## src/rtl/serport_pkg.sv

```systemverilog
// Package: register offsets, source bit positions and the register selector
// shared by the decoder and the top of the auxiliary serial port front end.
package serport_pkg;

    localparam logic [7:0] OFF_IRQ   = 8'h00;
    localparam logic [7:0] OFF_EN    = 8'h04;
    localparam logic [7:0] OFF_IO    = 8'h40;
    localparam logic [7:0] OFF_IER   = 8'h44;
    localparam logic [7:0] OFF_IIR   = 8'h48;
    localparam logic [7:0] OFF_LSR   = 8'h54;
    localparam logic [7:0] OFF_CNTL  = 8'h60;
    localparam logic [7:0] OFF_STAT  = 8'h64;

    localparam int SRC_RX = 0;
    localparam int SRC_TX = 1;
    localparam int STAT_CNT_LSB = 16;

    typedef enum logic [3:0] {
        SEL_IRQ, SEL_EN, SEL_IO, SEL_IER, SEL_IIR,
        SEL_LSR, SEL_CNTL, SEL_STAT, SEL_NONE
    } reg_sel_e;

endpackage

```

## src/rtl/serport_rxq.sv

```systemverilog
// Module: serport_rxq
// Circular receive queue with a head pointer and a fill count.
// Assumes: pop and flush never arrive in the same cycle (one bus access per
// cycle). A push during a flush lands in the head slot as the only entry.
module serport_rxq #(
    parameter int DEPTH = 8,
    parameter int CNT_W = $clog2(DEPTH + 1)
) (
    input  logic             clk,
    input  logic             rst_n,
    input  logic             push_valid,
    input  logic [7:0]       push_data,
    output logic             push_ready,
    input  logic             pop,
    input  logic             flush,
    output logic [7:0]       head_byte,
    output logic [CNT_W-1:0] count
);
    localparam int PTR_W = (DEPTH > 1) ? $clog2(DEPTH) : 1;
    localparam int SUM_W = CNT_W + 1;

    logic [7:0]       store_q [DEPTH];
    logic [PTR_W-1:0] head_q;
    logic [CNT_W-1:0] cnt_q;
    logic             do_push, do_pop;
    logic [CNT_W-1:0] base_cnt;
    logic [SUM_W-1:0] slot_sum;
    logic [PTR_W-1:0] tail_slot;
    logic [DEPTH-1:0] slot_we;

    assign push_ready = cnt_q < CNT_W'(DEPTH);
    assign do_push    = push_valid && push_ready;
    assign do_pop     = pop && (cnt_q != '0) && !flush;
    assign base_cnt   = flush ? '0 : cnt_q;

    // Slot for an incoming byte: head plus count, wrapped at DEPTH.
    always_comb begin
        slot_sum = SUM_W'(head_q) + SUM_W'(base_cnt);
        if (slot_sum >= SUM_W'(DEPTH))
            slot_sum = slot_sum - SUM_W'(DEPTH);
        tail_slot = PTR_W'(slot_sum);
    end

    // One write enable per slot.
    for (genvar i = 0; i < DEPTH; i++) begin : g_we
        assign slot_we[i] = do_push && (tail_slot == PTR_W'(i));
    end

    // Slot storage, cleared at reset so stale reads are defined.
    always_ff @(posedge clk) begin
        for (int i = 0; i < DEPTH; i++) begin
            if (!rst_n)          store_q[i] <= '0;
            else if (slot_we[i]) store_q[i] <= push_data;
        end
    end

    // Head pointer: advances on each real pop, wraps at DEPTH.
    always_ff @(posedge clk) begin
        if (!rst_n)
            head_q <= '0;
        else if (do_pop)
            head_q <= (head_q == PTR_W'(DEPTH - 1)) ? '0 : head_q + 1'b1;
    end

    // Fill count: flush restarts from zero, otherwise push minus pop.
    always_ff @(posedge clk) begin
        if (!rst_n)
            cnt_q <= '0;
        else if (flush)
            cnt_q <= do_push ? CNT_W'(1) : '0;
        else
            cnt_q <= cnt_q + CNT_W'(do_push) - CNT_W'(do_pop);
    end

    assign head_byte = store_q[head_q];
    assign count     = cnt_q;

    a_r7_no_overflow: assert property (@(posedge clk) disable iff (!rst_n)
        cnt_q <= CNT_W'(DEPTH));
    a_r7_full_holds: assert property (@(posedge clk) disable iff (!rst_n)
        (cnt_q == CNT_W'(DEPTH) && !pop && !flush) |=> cnt_q == CNT_W'(DEPTH));
    a_r6_pop_drops_one: assert property (@(posedge clk) disable iff (!rst_n)
        (pop && !flush && cnt_q != '0 && !push_valid) |=> cnt_q == $past(cnt_q) - 1'b1);
    a_r5_flush_empties: assert property (@(posedge clk) disable iff (!rst_n)
        (flush && !push_valid) |=> cnt_q == '0);
endmodule

```

## src/rtl/serport_irq.sv

```systemverilog
// Module: serport_irq
// Holds the two interrupt enables and forms the pending bits and the line.
// Assumes: rx_nonempty comes straight from the queue count register.
module serport_irq (
    input  logic       clk,
    input  logic       rst_n,
    input  logic       en_wr,
    input  logic [1:0] en_wdata,
    input  logic       rx_nonempty,
    output logic [1:0] enables,
    output logic [1:0] pending,
    output logic       irq
);
    import serport_pkg::*;

    logic [1:0] en_q;

    // Enable register: only the two source bits are kept.
    always_ff @(posedge clk) begin
        if (!rst_n)     en_q <= '0;
        else if (en_wr) en_q <= en_wdata;
    end

    // Pending sources: receive needs data, transmit is always drained.
    always_comb begin
        pending         = '0;
        pending[SRC_RX] = en_q[SRC_RX] && rx_nonempty;
        pending[SRC_TX] = en_q[SRC_TX];
    end

    assign enables = en_q;
    assign irq     = |pending;

    a_r3_quiet_when_disabled: assert property (@(posedge clk) disable iff (!rst_n)
        (en_q == 2'b00) |-> !irq);
    a_r3_enable_write_tx: assert property (@(posedge clk) disable iff (!rst_n)
        (en_wr && en_wdata[SRC_TX]) |=> irq);
endmodule

```

## src/rtl/serport_decode.sv

```systemverilog
// Module: serport_decode
// Turns one bus access into a register selector and side-effect strobes.
// Assumes: offsets are byte addresses of 32-bit words; unlisted ones map to SEL_NONE.
module serport_decode #(
    parameter int ADDR_W = 8
) (
    input  logic                     sel,
    input  logic                     wr,
    input  logic [ADDR_W-1:0]        addr,
    input  logic                     wbit1,
    output serport_pkg::reg_sel_e    reg_sel,
    output logic                     rd_io,
    output logic                     wr_io,
    output logic                     wr_ier,
    output logic                     flush
);
    import serport_pkg::*;

    // Offset to register selector.
    always_comb begin
        unique case (addr)
            ADDR_W'(OFF_IRQ):  reg_sel = SEL_IRQ;
            ADDR_W'(OFF_EN):   reg_sel = SEL_EN;
            ADDR_W'(OFF_IO):   reg_sel = SEL_IO;
            ADDR_W'(OFF_IER):  reg_sel = SEL_IER;
            ADDR_W'(OFF_IIR):  reg_sel = SEL_IIR;
            ADDR_W'(OFF_LSR):  reg_sel = SEL_LSR;
            ADDR_W'(OFF_CNTL): reg_sel = SEL_CNTL;
            ADDR_W'(OFF_STAT): reg_sel = SEL_STAT;
            default:           reg_sel = SEL_NONE;
        endcase
    end

    assign rd_io  = sel && !wr && (reg_sel == SEL_IO);
    assign wr_io  = sel &&  wr && (reg_sel == SEL_IO);
    assign wr_ier = sel &&  wr && (reg_sel == SEL_IER);
    assign flush  = sel &&  wr && (reg_sel == SEL_IIR) && wbit1;
endmodule

```

## src/rtl/serport_regs.sv

```systemverilog
// Module: serport_regs
// Register front end of a simplified auxiliary serial port: decode, receive
// queue, interrupt logic, registered read mux and unbuffered transmit.
// Assumes: at most one bus access per cycle; read data is valid the cycle
// after the strobe and reflects the state before the access.
module serport_regs #(
    parameter int DEPTH  = 8,
    parameter int ADDR_W = 8
) (
    input  logic              clk,
    input  logic              rst_n,
    input  logic              bus_sel,
    input  logic              bus_wr,
    input  logic [ADDR_W-1:0] bus_addr,
    input  logic [31:0]       bus_wdata,
    output logic [31:0]       bus_rdata,
    input  logic              rx_valid,
    input  logic [7:0]        rx_data,
    output logic              rx_ready,
    output logic              tx_valid,
    output logic [7:0]        tx_data,
    output logic              irq
);
    import serport_pkg::*;

    localparam int CNT_W = $clog2(DEPTH + 1);

    reg_sel_e         reg_sel;
    logic             rd_io, wr_io, wr_ier, flush;
    logic [7:0]       head_byte;
    logic [CNT_W-1:0] count;
    logic             nonempty;
    logic [1:0]       enables, pending;
    logic [31:0]      read_val;
    logic [31:0]      rdata_q;
    logic             tx_valid_q;
    logic [7:0]       tx_data_q;
    logic             unused_wdata;

    assign unused_wdata = ^{bus_wdata[31:8], pending};

    serport_decode #(.ADDR_W(ADDR_W)) u_dec (
        .sel(bus_sel), .wr(bus_wr), .addr(bus_addr), .wbit1(bus_wdata[1]),
        .reg_sel(reg_sel), .rd_io(rd_io), .wr_io(wr_io), .wr_ier(wr_ier),
        .flush(flush)
    );

    serport_rxq #(.DEPTH(DEPTH), .CNT_W(CNT_W)) u_rxq (
        .clk(clk), .rst_n(rst_n), .push_valid(rx_valid), .push_data(rx_data),
        .push_ready(rx_ready), .pop(rd_io), .flush(flush),
        .head_byte(head_byte), .count(count)
    );

    assign nonempty = (count != '0);

    serport_irq u_irq (
        .clk(clk), .rst_n(rst_n), .en_wr(wr_ier), .en_wdata(bus_wdata[1:0]),
        .rx_nonempty(nonempty), .enables(enables), .pending(pending), .irq(irq)
    );

    // Read value of the selected register from the pre-access state.
    always_comb begin
        read_val = '0;
        case (reg_sel)
            SEL_IRQ:  read_val = {31'b0, irq};
            SEL_EN:   read_val = 32'h1;
            SEL_IO:   read_val = {24'b0, head_byte};
            SEL_IER:  read_val = {24'b0, 8'hC0 | {6'b0, enables}};
            SEL_IIR:  read_val = {24'b0, 8'hC0 | (nonempty ? 8'h4 : 8'h2) | {7'b0, !irq}};
            SEL_LSR:  read_val = {24'b0, 8'h60 | {7'b0, nonempty}};
            SEL_CNTL: read_val = 32'h3;
            SEL_STAT: read_val = 32'h30E | {31'b0, nonempty}
                                 | (32'(count) << STAT_CNT_LSB);
            default:  read_val = '0;
        endcase
    end

    // Read data register: captures on a read, holds otherwise.
    always_ff @(posedge clk) begin
        if (!rst_n)                rdata_q <= '0;
        else if (bus_sel && !bus_wr) rdata_q <= read_val;
    end

    // Transmit stage: one-cycle pulse carrying the written low byte.
    always_ff @(posedge clk) begin
        if (!rst_n) begin
            tx_valid_q <= 1'b0;
            tx_data_q  <= '0;
        end else begin
            tx_valid_q <= wr_io;
            if (wr_io) tx_data_q <= bus_wdata[7:0];
        end
    end

    assign bus_rdata = rdata_q;
    assign tx_valid  = tx_valid_q;
    assign tx_data   = tx_data_q;

    a_r10_tx_from_write: assert property (@(posedge clk) disable iff (!rst_n)
        tx_valid |-> $past(bus_sel && bus_wr && bus_addr == ADDR_W'(OFF_IO)));
    a_r2_ier_read_form: assert property (@(posedge clk) disable iff (!rst_n)
        (bus_sel && !bus_wr && bus_addr == ADDR_W'(OFF_IER))
        |=> (bus_rdata[31:8] == '0 && bus_rdata[7:6] == 2'b11 && bus_rdata[5:2] == '0));
    a_r12_rdata_holds: assert property (@(posedge clk) disable iff (!rst_n)
        !(bus_sel && !bus_wr) |=> $stable(bus_rdata));
    a_r7_ready_when_empty: assert property (@(posedge clk) disable iff (!rst_n)
        !nonempty |-> rx_ready);
endmodule

```

## config.mk

```make
export PLATFORM = sky130hd
export DESIGN_NAME = serport_regs
export DESIGN_NICKNAME = d
export VERILOG_FILES = /design/src/rtl/serport_pkg.sv /design/src/rtl/serport_rxq.sv /design/src/rtl/serport_irq.sv /design/src/rtl/serport_decode.sv /design/src/rtl/serport_regs.sv
export SDC_FILE = /design/constraint.sdc
export NUM_CORES = 1
export LEC_CHECK = 0
export ABC_AREA = 0
export BUFFER_PORTS_ARGS = -buffer_cell sky130_fd_sc_hd__buf_4
export CAP_MARGIN = 5
export CORE_ASPECT_RATIO = 0.6
export CORE_MARGIN = 1.5
export CORE_UTILIZATION = 50
export CTS_CLUSTER_DIAMETER = 200
export DETAILED_ROUTE_END_ITERATION = 6
export PLACE_DENSITY_LB_ADDON = 0.3
export SLEW_MARGIN = 20
export SYNTH_ARGS = -nofsm -noshare
export SYNTH_HDL_FRONTEND = slang
export SYNTH_SLANG_ARGS = --single-unit
```

## constraint.sdc

```tcl
create_clock -name clk -period 3.7 [get_ports clk]
set_input_delay 0.37 -clock clk [delete_from_list [all_inputs] [get_ports clk]]
set_output_delay 0.37 -clock clk [all_outputs]
set_load 0.03 [all_outputs]
```

==> out/metrics.yaml, run 1 <==
critPathKind: "input port to register"
yosysSeqAreaShare_pct: 53.48
worstReg2RegStart: "u_rxq.count[2]"
ctsHoldBuffers: 0
use_met2_pct: 33.74
peakVddDrop_v: 0.0002772
seq_power_share_pct: 48.8
grt-ovfl-total: 0
use_met3_pct: 4.491
grt_max_degree: 37
use_met1_pct: 35.36
synth_warnings: 0
top_usage_layer: "met1"
clock_skew_ps: 9.157
synthCells: 395
cts-resized-gates: 0
htree_levels: 3
max_freq_mhz: 298.7
syn_area_sq_um: 4866
critPathRequiredTime_ps: 3760
layout.cells.most_common: "buf_4"
die_h_um: 79.42
io_buffers: 53
gp_congestion: 0.9628
vias: 3235
synth_edf_count: 64
die_width_um: 130.4
p_per_area_nw_per_um2: 458.0
finalSetupTns_ps: 0
coreArea_sq_um: 9324
switching_share_pct: 25.92
worstPathMaxFanout: 8
crit_start: "bus_addr[4]"
p_clk_share_pct: 35.4
antenna_found_initial: 0
areaGrowthSynthToFinish_pct: 17.23
synth_cell_types: 54
post-dp-hpwl_um: 8032
dr.pass1.iters: 5
final_core_utilization_pct: 61.18
status: "complete, no violations"
grt_pass1_wl_um: 17360
cp-end-kind: "register"
switchingPower_mw: 0.6772
final_nets: 524
critPathArrivalTime_ps: 3410
grt_usage_pct: 23.36
drtIter0Drc: 407
wl_um: 11230
grt_pass1_vias: 3150
synth-seq-cells: 98
relSlewSlack_pct: 44.70
cts_buffers: 9
post_drt_wl_per_cell_um: 18.81
endpoint: "u_rxq.store_q[5][7]"
dominantRegCellSynth: "edfxtp_1"
drv_slew: 0
reg2reg_slack_ps: 1070
finalSetupViolations: 0
fin_crit_sh_pct: 90.49
comb_power_share_pct: 15.8
rows: 27
critPathLaunchType: "input port"
cts_tree: "done"
final_area_sq_um: 5704
place_area_sq_um: 5413
cts.path.max_buffers: 2
cts.sink_count: 98
synthArstFlopShare_pct: 0
start_util_pct: 52.19
final_cell_mix: "71 x buf_4, 66 x and2_1, 64 x edfxtp_1, 34 x dfxtp_1, 24 x nor2b_1"
p_leak_nw: 2.229
hold_violations: 0
syn_area_per_cell_sq_um: 12.32
r2r-end: "u_rxq.count[1]"
drc: 0
worst_r2r_path_depth: 10
drv_cap: 0
die_area_sq_um: 10350
worst_pin_slew_ps: 828.3
postCtsSetupBuffers: 0
drive_above_1_share_pct: 23.61
clkTransAtPathRegs_ps: 60
vias_per_cell: 5.419
cts_root_buf: "clkbuf_16"
rsz0062_at_grt: "false"
finalCriticalPeriod_ps: 3348
clock_latency_ps: 350
p_int_mw: 1.935
ioPinCount: 96
hold_class: "input port to register"
postRouteAntennaNets: 0
-- Yosys cell counts, types with 4 or more instances --
cell,count,share of area [%]
a22oi_1,4,0.62
a21oi_1,7,0.72
nor2_2,4,0.51
a22o_1,4,0.72
clkbuf_1,8,0.62
nor3_1,5,0.51
nand2_1,20,1.5
mux2i_1,21,4.3
o22ai_1,4,0.51
buf_4,19,2.9
edfxtp_1,64,39
nor2b_1,24,3.1
nand2b_1,4,0.51
o21ai_0,7,0.72
mux4_2,16,7.4
dfxtp_1,34,14
or3_1,4,0.51
nand3_1,4,0.41
and3_1,4,0.51
ha_1,8,2.1
and2_1,66,8.5
inv_1,11,0.85
nor2_1,10,0.77
-- cells by family (layout without fill, tap and decap cells) --
family / Yosys count / in the layout / synth area share, %
AOI/OAI and AO/OA: 40 / 40 / 5.682
other: 1 / 19 / 0.07707
buffers and inverters: 44 / 98 / 5.220
DFF: 98 / 98 / 53.48
muxes: 38 / 38 / 11.96
xor gates and xnor gates: 5 / 5 / 0.9001
and+or+nand+nor: 158 / 158 / 19.59
adders and majority gates: 11 / 11 / 3.086
-- metrics by stage --
step,hold slack (ps),std cells,setup slack [ps],total power [mW]
6_report,281.5,597,352.0,2.613
5_1_grt,284.4,596,272.4,2.708
4_1_cts,276.0,596,398.5,2.629
3_5_place_dp,452.0,580,53.12,1.706
3_3_place_gp,428.3,580,156.4,1.688
2_1_floorplan,459.6,412,13.31,1.570
-- power by group through the flow --
stage	logic [mW]	registers, mW	clock network [mW]
floorplan	0.283	1.29	0
global placement	0.394	1.29	0
detailed placement	0.408	1.30	0
CTS	0.412	1.27	0.942
global route	0.452	1.28	0.973
finish	0.414	1.27	0.924
-- per-layer routing --
layer,vias up,part of all wire [%]
met3,14,8.5
met4,0,1.2
met2,151,44
li1,1517,-
met5,-,0
met1,1553,46
-- worst max-delay path, stage by stage --
cell	delay, ps
buf_4	150
or4b_1	600
or3_1	460
and2_1	190
ha_1	170
inv_1	60
fa_1	170
xor2_1	270
xor2_1	250
nand2_1	140
o21ai_0	350
buf_4	230
-- state kept, by name (all words and copies together) (netlist names), named ones only --
signal / flops
u_rxq.store_q: 64
bus_rdata: 13
tx_data: 8
u_rxq.count: 4
u_rxq.head_q: 3
u_irq.enables: 2
tx_valid: 1
-- cell type report --
cell class | count | area [sq um]
inverters | 11 | 41.29
flip-flops and latches | 98 | 2603
clock buffers | 11 | 232.7
well taps | 130 | 162.7
multi-input cells | 270 | 2073
clock inverters | 5 | 56.30
fillers | 763 | 3620
diodes | 1 | 2.502
repair buffers | 71 | 533.0
-- worst min-delay path by stage --
stage	start	depth (start not counted)	slack [ps]	endpoint
2_1_floorplan	u_rxq.head_q[1]	2	460	register
3_3_place_gp	bus_rdata[7]	2	430	bus_rdata[7]
3_5_place_dp	bus_rdata[7]	2	450	bus_rdata[7]
4_1_cts	bus_wdata[2]	3	280	tx_data[2]
5_1_grt	bus_wdata[2]	3	280	tx_data[2]
6_report	bus_wdata[3]	3	280	tx_data[3]
Note: power is estimated with default switching activity, not from simulation.
==> inputs of run 2 (changes only) <==
REMOVE_ABC_BUFFERS = 1   (was not set)
==> run 2 against run 1 <==
Net effect: count of clock-buffer cells in the layout did not move; first-iteration DRC count fell by 37%; cell count rose by 0.17%; total power fell by 1.2%; routed wire length fell by 2.7%; critical path depth did not move; worst setup slack improved by 80 ps; clock power fell by 3.9%; critical path type unchanged; largest cell class unchanged.
==> out/metrics.yaml, run 2 (synthesis results as in run 1) <==
cts_buffers: 9
worstPathMaxFanout: 8
wl_um: 10930
vias: 3233
finalSetupViolations: 0
layout.cells.most_common: "buf_4"
vias_per_cell: 5.406
clock_latency_ps: 350
io_buffers: 53
drive_above_1_share_pct: 24.36
use_met1_pct: 35.29
die_area_sq_um: 10350
start_util_pct: 52.19
htree_levels: 3
final_cell_mix: "73 x buf_4, 66 x and2_1, 64 x edfxtp_1, 34 x dfxtp_1, 24 x nor2b_1"
grt_usage_pct: 23.11
post_drt_wl_per_cell_um: 18.28
clkTransAtPathRegs_ps: 70
antenna_found_initial: 0
grt_pass1_wl_um: 17030
switching_share_pct: 26.17
cts.path.max_buffers: 2
finalSetupTns_ps: 0
p_leak_nw: 2.241
final_nets: 526
relSlewSlack_pct: 46.16
drv_cap: 0
ioPinCount: 96
place_area_sq_um: 5428
die_width_um: 130.4
critPathKind: "input port to register"
drtIter0Drc: 257
dr.pass1.iters: 5
areaGrowthSynthToFinish_pct: 17.31
cts_root_buf: "clkbuf_16"
layout.cells.non_filler: 598
antenna_cells: 0
rows: 27
gp_congestion: 0.8850
final_area_sq_um: 5708
ctsHoldBuffers: 0
cts-resized-gates: 0
rsz0062_at_grt: "false"
clock_skew_ps: 5.829
post-dp-hpwl_um: 8078
grt-ovfl-total: 0
coreArea_sq_um: 9324
drv_slew: 0
hold_class: "input port to register"
postCtsSetupBuffers: 0
comb_power_share_pct: 16.2
finalCriticalPeriod_ps: 3268
p_int_mw: 1.905
status: "complete, no violations"
peakVddDrop_v: 0.0002821
cts.sink_count: 98
critPathLaunchType: "input port"
drc: 0
max_freq_mhz: 306.0
die_h_um: 79.42
cts_tree: "done"
top_usage_layer: "met1"
critPathRequiredTime_ps: 3760
critPathArrivalTime_ps: 3320
grt_pass1_vias: 3064
use_met2_pct: 31.58
max_flop_register: "u_rxq.store_q"
p_per_area_nw_per_um2: 452.1
cp-end-kind: "register"
finalPower_mw: 2.581
p_clk_share_pct: 34.4
final_core_utilization_pct: 61.22
hold_violations: 0
postRouteAntennaNets: 0
use_met3_pct: 6.903
worst_pin_slew_ps: 806.5
fin_crit_sh_pct: 88.33
switchingPower_mw: 0.6754
grt_max_degree: 37
dp.cells: 582
seq_power_share_pct: 49.4
largest_reg_flops: 64
-- run 2: cell count changes in the layout (fill, tap and decap cells not counted), sizes merged --
cell,previous run,this run
buf,71,73
bufinv,1,0
diode,1,0
inv,11,12
-- run 2: worst paths after layout --
kind / startpoint / end / slack (ps) / cells after the start
max: bus_addr[4] / u_rxq.store_q[7][5] / 430 / 12
min reg2reg: bus_rdata[7] / bus_rdata[7] / 450 / 2
max reg2reg: u_rxq.count[2] / u_rxq.count[3] / 1050 / 12
min: bus_wdata[7] / tx_data[7] / 280 / 3
-- run 2: through the flow --
stage	hold WS [ps]	worst slack, ps
final	278.2	431.7
after global routing	272.3	317.7
after CTS	266.9	433.9
after detailed placement	448.4	78.91
after global placement	429.0	194.4
after floorplan	459.6	102.3
-- run 2: critical path, stage by stage --
cell and delay [ps]:
buf_4 150, or4b_1 580, or3_1 440, and2_1 180, ha_1 170, inv_1 60
fa_1 170, xor2_1 270, xor2_1 250, nand2_1 140, o21ai_0 280, buf_4 250
-- run 2: cell type report --
class                           instances  area (sq um)
Timing Repair Buffer                   73         548.0
Clock inverter                          5         26.28
Tap cell                              130         162.7
Fill cell                             783          3616
Clock buffer                           11         254.0
Sequential cell                        98          2603
Multi-Input combinational cell        270          2073
Inverter                               11         41.29
-- run 2: layer usage --
layer | wire [um] | vias to the layer above
met5 | 0 | -
met4 | 134 | 0
met3 | 1103 | 11
met2 | 4544 | 143
met1 | 5148 | 1560
li1 | - | 1519
-- run 2: power groups by stage --
stage	registers [mW]	logic [mW]	clock network, mW
global route	1.28	0.451	0.951
floorplan	1.29	0.261	0
finish	1.28	0.418	0.888
detailed placement	1.30	0.413	0
global placement	1.29	0.402	0
CTS	1.28	0.415	0.911
==> inputs of run 3 (changes only) <==
CELL_PAD_IN_SITES_DETAIL_PLACEMENT = 1   (was not set)
CELL_PAD_IN_SITES_GLOBAL_PLACEMENT = 1   (was not set)
CORE_UTILIZATION = 40   (was 50)
==> run 3 against run 2 <==
Net effect: sequential cell count is the same; hold slack better by 4.7 ps; design area rose by 1.7%; combinational power up 3%; via count shrank 0.19%; total power up 3.9%; clock skew down 0.91 ps; critical endpoint is now u_rxq.store_q[6][1]; largest cell class unchanged.
==> out/metrics.yaml, run 3 (synthesis results as in run 1) <==
status: "complete, no violations"
critPathKind: "input port to register"
grt-ovfl-total: 0
top_usage_layer: "met1"
antenna_cells: 0
clock_latency_ps: 350
finalSetupViolations: 0
cts-resized-gates: 0
die_width_um: 145.4
final_nets: 530
finalSetupTns_ps: 0
worstPathMaxFanout: 7
use_met2_pct: 30.91
drive_above_1_share_pct: 24.79
wl_um: 12780
relSlewSlack_pct: 40.02
grt_usage_pct: 21.01
layout.cells.most_common: "buf_4"
postRouteAntennaNets: 0
fillers: 1241
hold_class: "input port to register"
ioPinCount: 96
use_met1_pct: 31.38
cts.sink_count: 98
finalPower_mw: 2.680
postCtsSetupBuffers: 0
die_h_um: 88.44
cts_buffers: 9
dr.pass1.iters: 4
drtIter0Drc: 340
rows: 30
grt_max_degree: 37
start_util_pct: 42.09
critPathLaunchType: "input port"
vias: 3227
largest_reg_flops: 64
drc: 0
vias_per_cell: 5.106
antenna_found_initial: 0
cts_root_buf: "clkbuf_16"
cts_tree: "done"
htree_levels: 3
clkTransAtPathRegs_ps: 60
io_buffers: 53
use_met3_pct: 4.691
hold_violations: 0
multiInputGateArea_sq_um: 2073
critPathRequiredTime_ps: 3750
dp_slack_ps: 32.65
clock_skew_ps: 4.920
grt_pass1_vias: 3406
areaGrowthSynthToFinish_pct: 19.26
die_area_sq_um: 12860
gp_congestion: 0.8845
post-dp-hpwl_um: 9576
ctsHoldBuffers: 0
post_drt_wl_per_cell_um: 20.22
critPathArrivalTime_ps: 3380
register_area_sq_um: 2603
cp-end-kind: "register"
p_per_area_nw_per_um2: 461.9
rsz0062_at_grt: "false"
grt_pass1_wl_um: 19870
final_cell_mix: "77 x buf_4, 66 x and2_1, 64 x edfxtp_1, 34 x dfxtp_1, 24 x nor2b_1"
max_flop_register: "u_rxq.store_q"
worst_pin_slew_ps: 892.8
p_leak_nw: 2.270
cts.path.max_buffers: 2
drv_cap: 0
fin_crit_sh_pct: 89.89
drv_slew: 0
finalCriticalPeriod_ps: 3326
peakVddDrop_v: 0.0002191
worst_slack_ps: 373.9
coreArea_sq_um: 11560
max_freq_mhz: 300.7
## run 3: cell types whose count changed in the layout (fill, tap and decap cells not counted)
cell       previous run  this run
inv_4                 1         0
buf_4                73        77
clkbuf_4              0         2
clkinv_2              4         1
bufinv_16             0         1
clkbuf_1              1         2
## run 3: area by class of cell
class	instances	share of cell area [%]
flip-flops and latches	98	44.85
multi-input cells	270	35.73
repair buffers	77	9.961
clock buffers	14	4.700
well taps	160	3.450
inverters	11	0.7115
clock inverters	2	0.6037
## run 3: metal layers
metal	vias up	wire length (um)
li1	1520	-
met3	6	752
met4	0	88
met1	1605	6445
met2	96	5496
met5	-	0
## run 3: stage by stage
stage          util (%)  hold WS (ps)  instances  area, sq um
2_1_floorplan         -         459.6        379         4717
3_3_place_gp      47.53         429.4        616         5495
3_5_place_dp      47.53         474.4        616         5495
4_1_cts           50.19         275.5        632         5803
5_1_grt           50.19         301.4        632         5803
6_report          50.19         282.8        632         5803
## run 3: worst max-delay path, stage by stage
cell and delay [ps]:
buf_4 120, or4b_1 560, or3_1 460, and2_1 190, ha_1 170, inv_1 60, fa_1 180, xor2_1 270
xor2_1 250, nand2_1 150, o31ai_1 340, buf_4 260
## run 3: worst paths after layout
| path | cells after the start | startpoint | end | slack [ps] |
|---|---|---|---|---|
| worst max-delay path | 12 | bus_addr[4] | u_rxq.store_q[6][1] | 370 |
| worst max register to register | 10 | u_rxq.count[2] | u_rxq.count[1] | 950 |
| worst min-delay path | 3 | bus_wdata[7] | tx_data[7] | 280 |
| worst min register to register | 2 | bus_rdata[7] | bus_rdata[7] | 480 |
## run 3: power by group
part | switching [mW] | internal [mW]
combinational | 0.264 | 0.168
clock | 0.392 | 0.580
sequential | 0.0296 | 1.25
total | 0.686 | 1.99
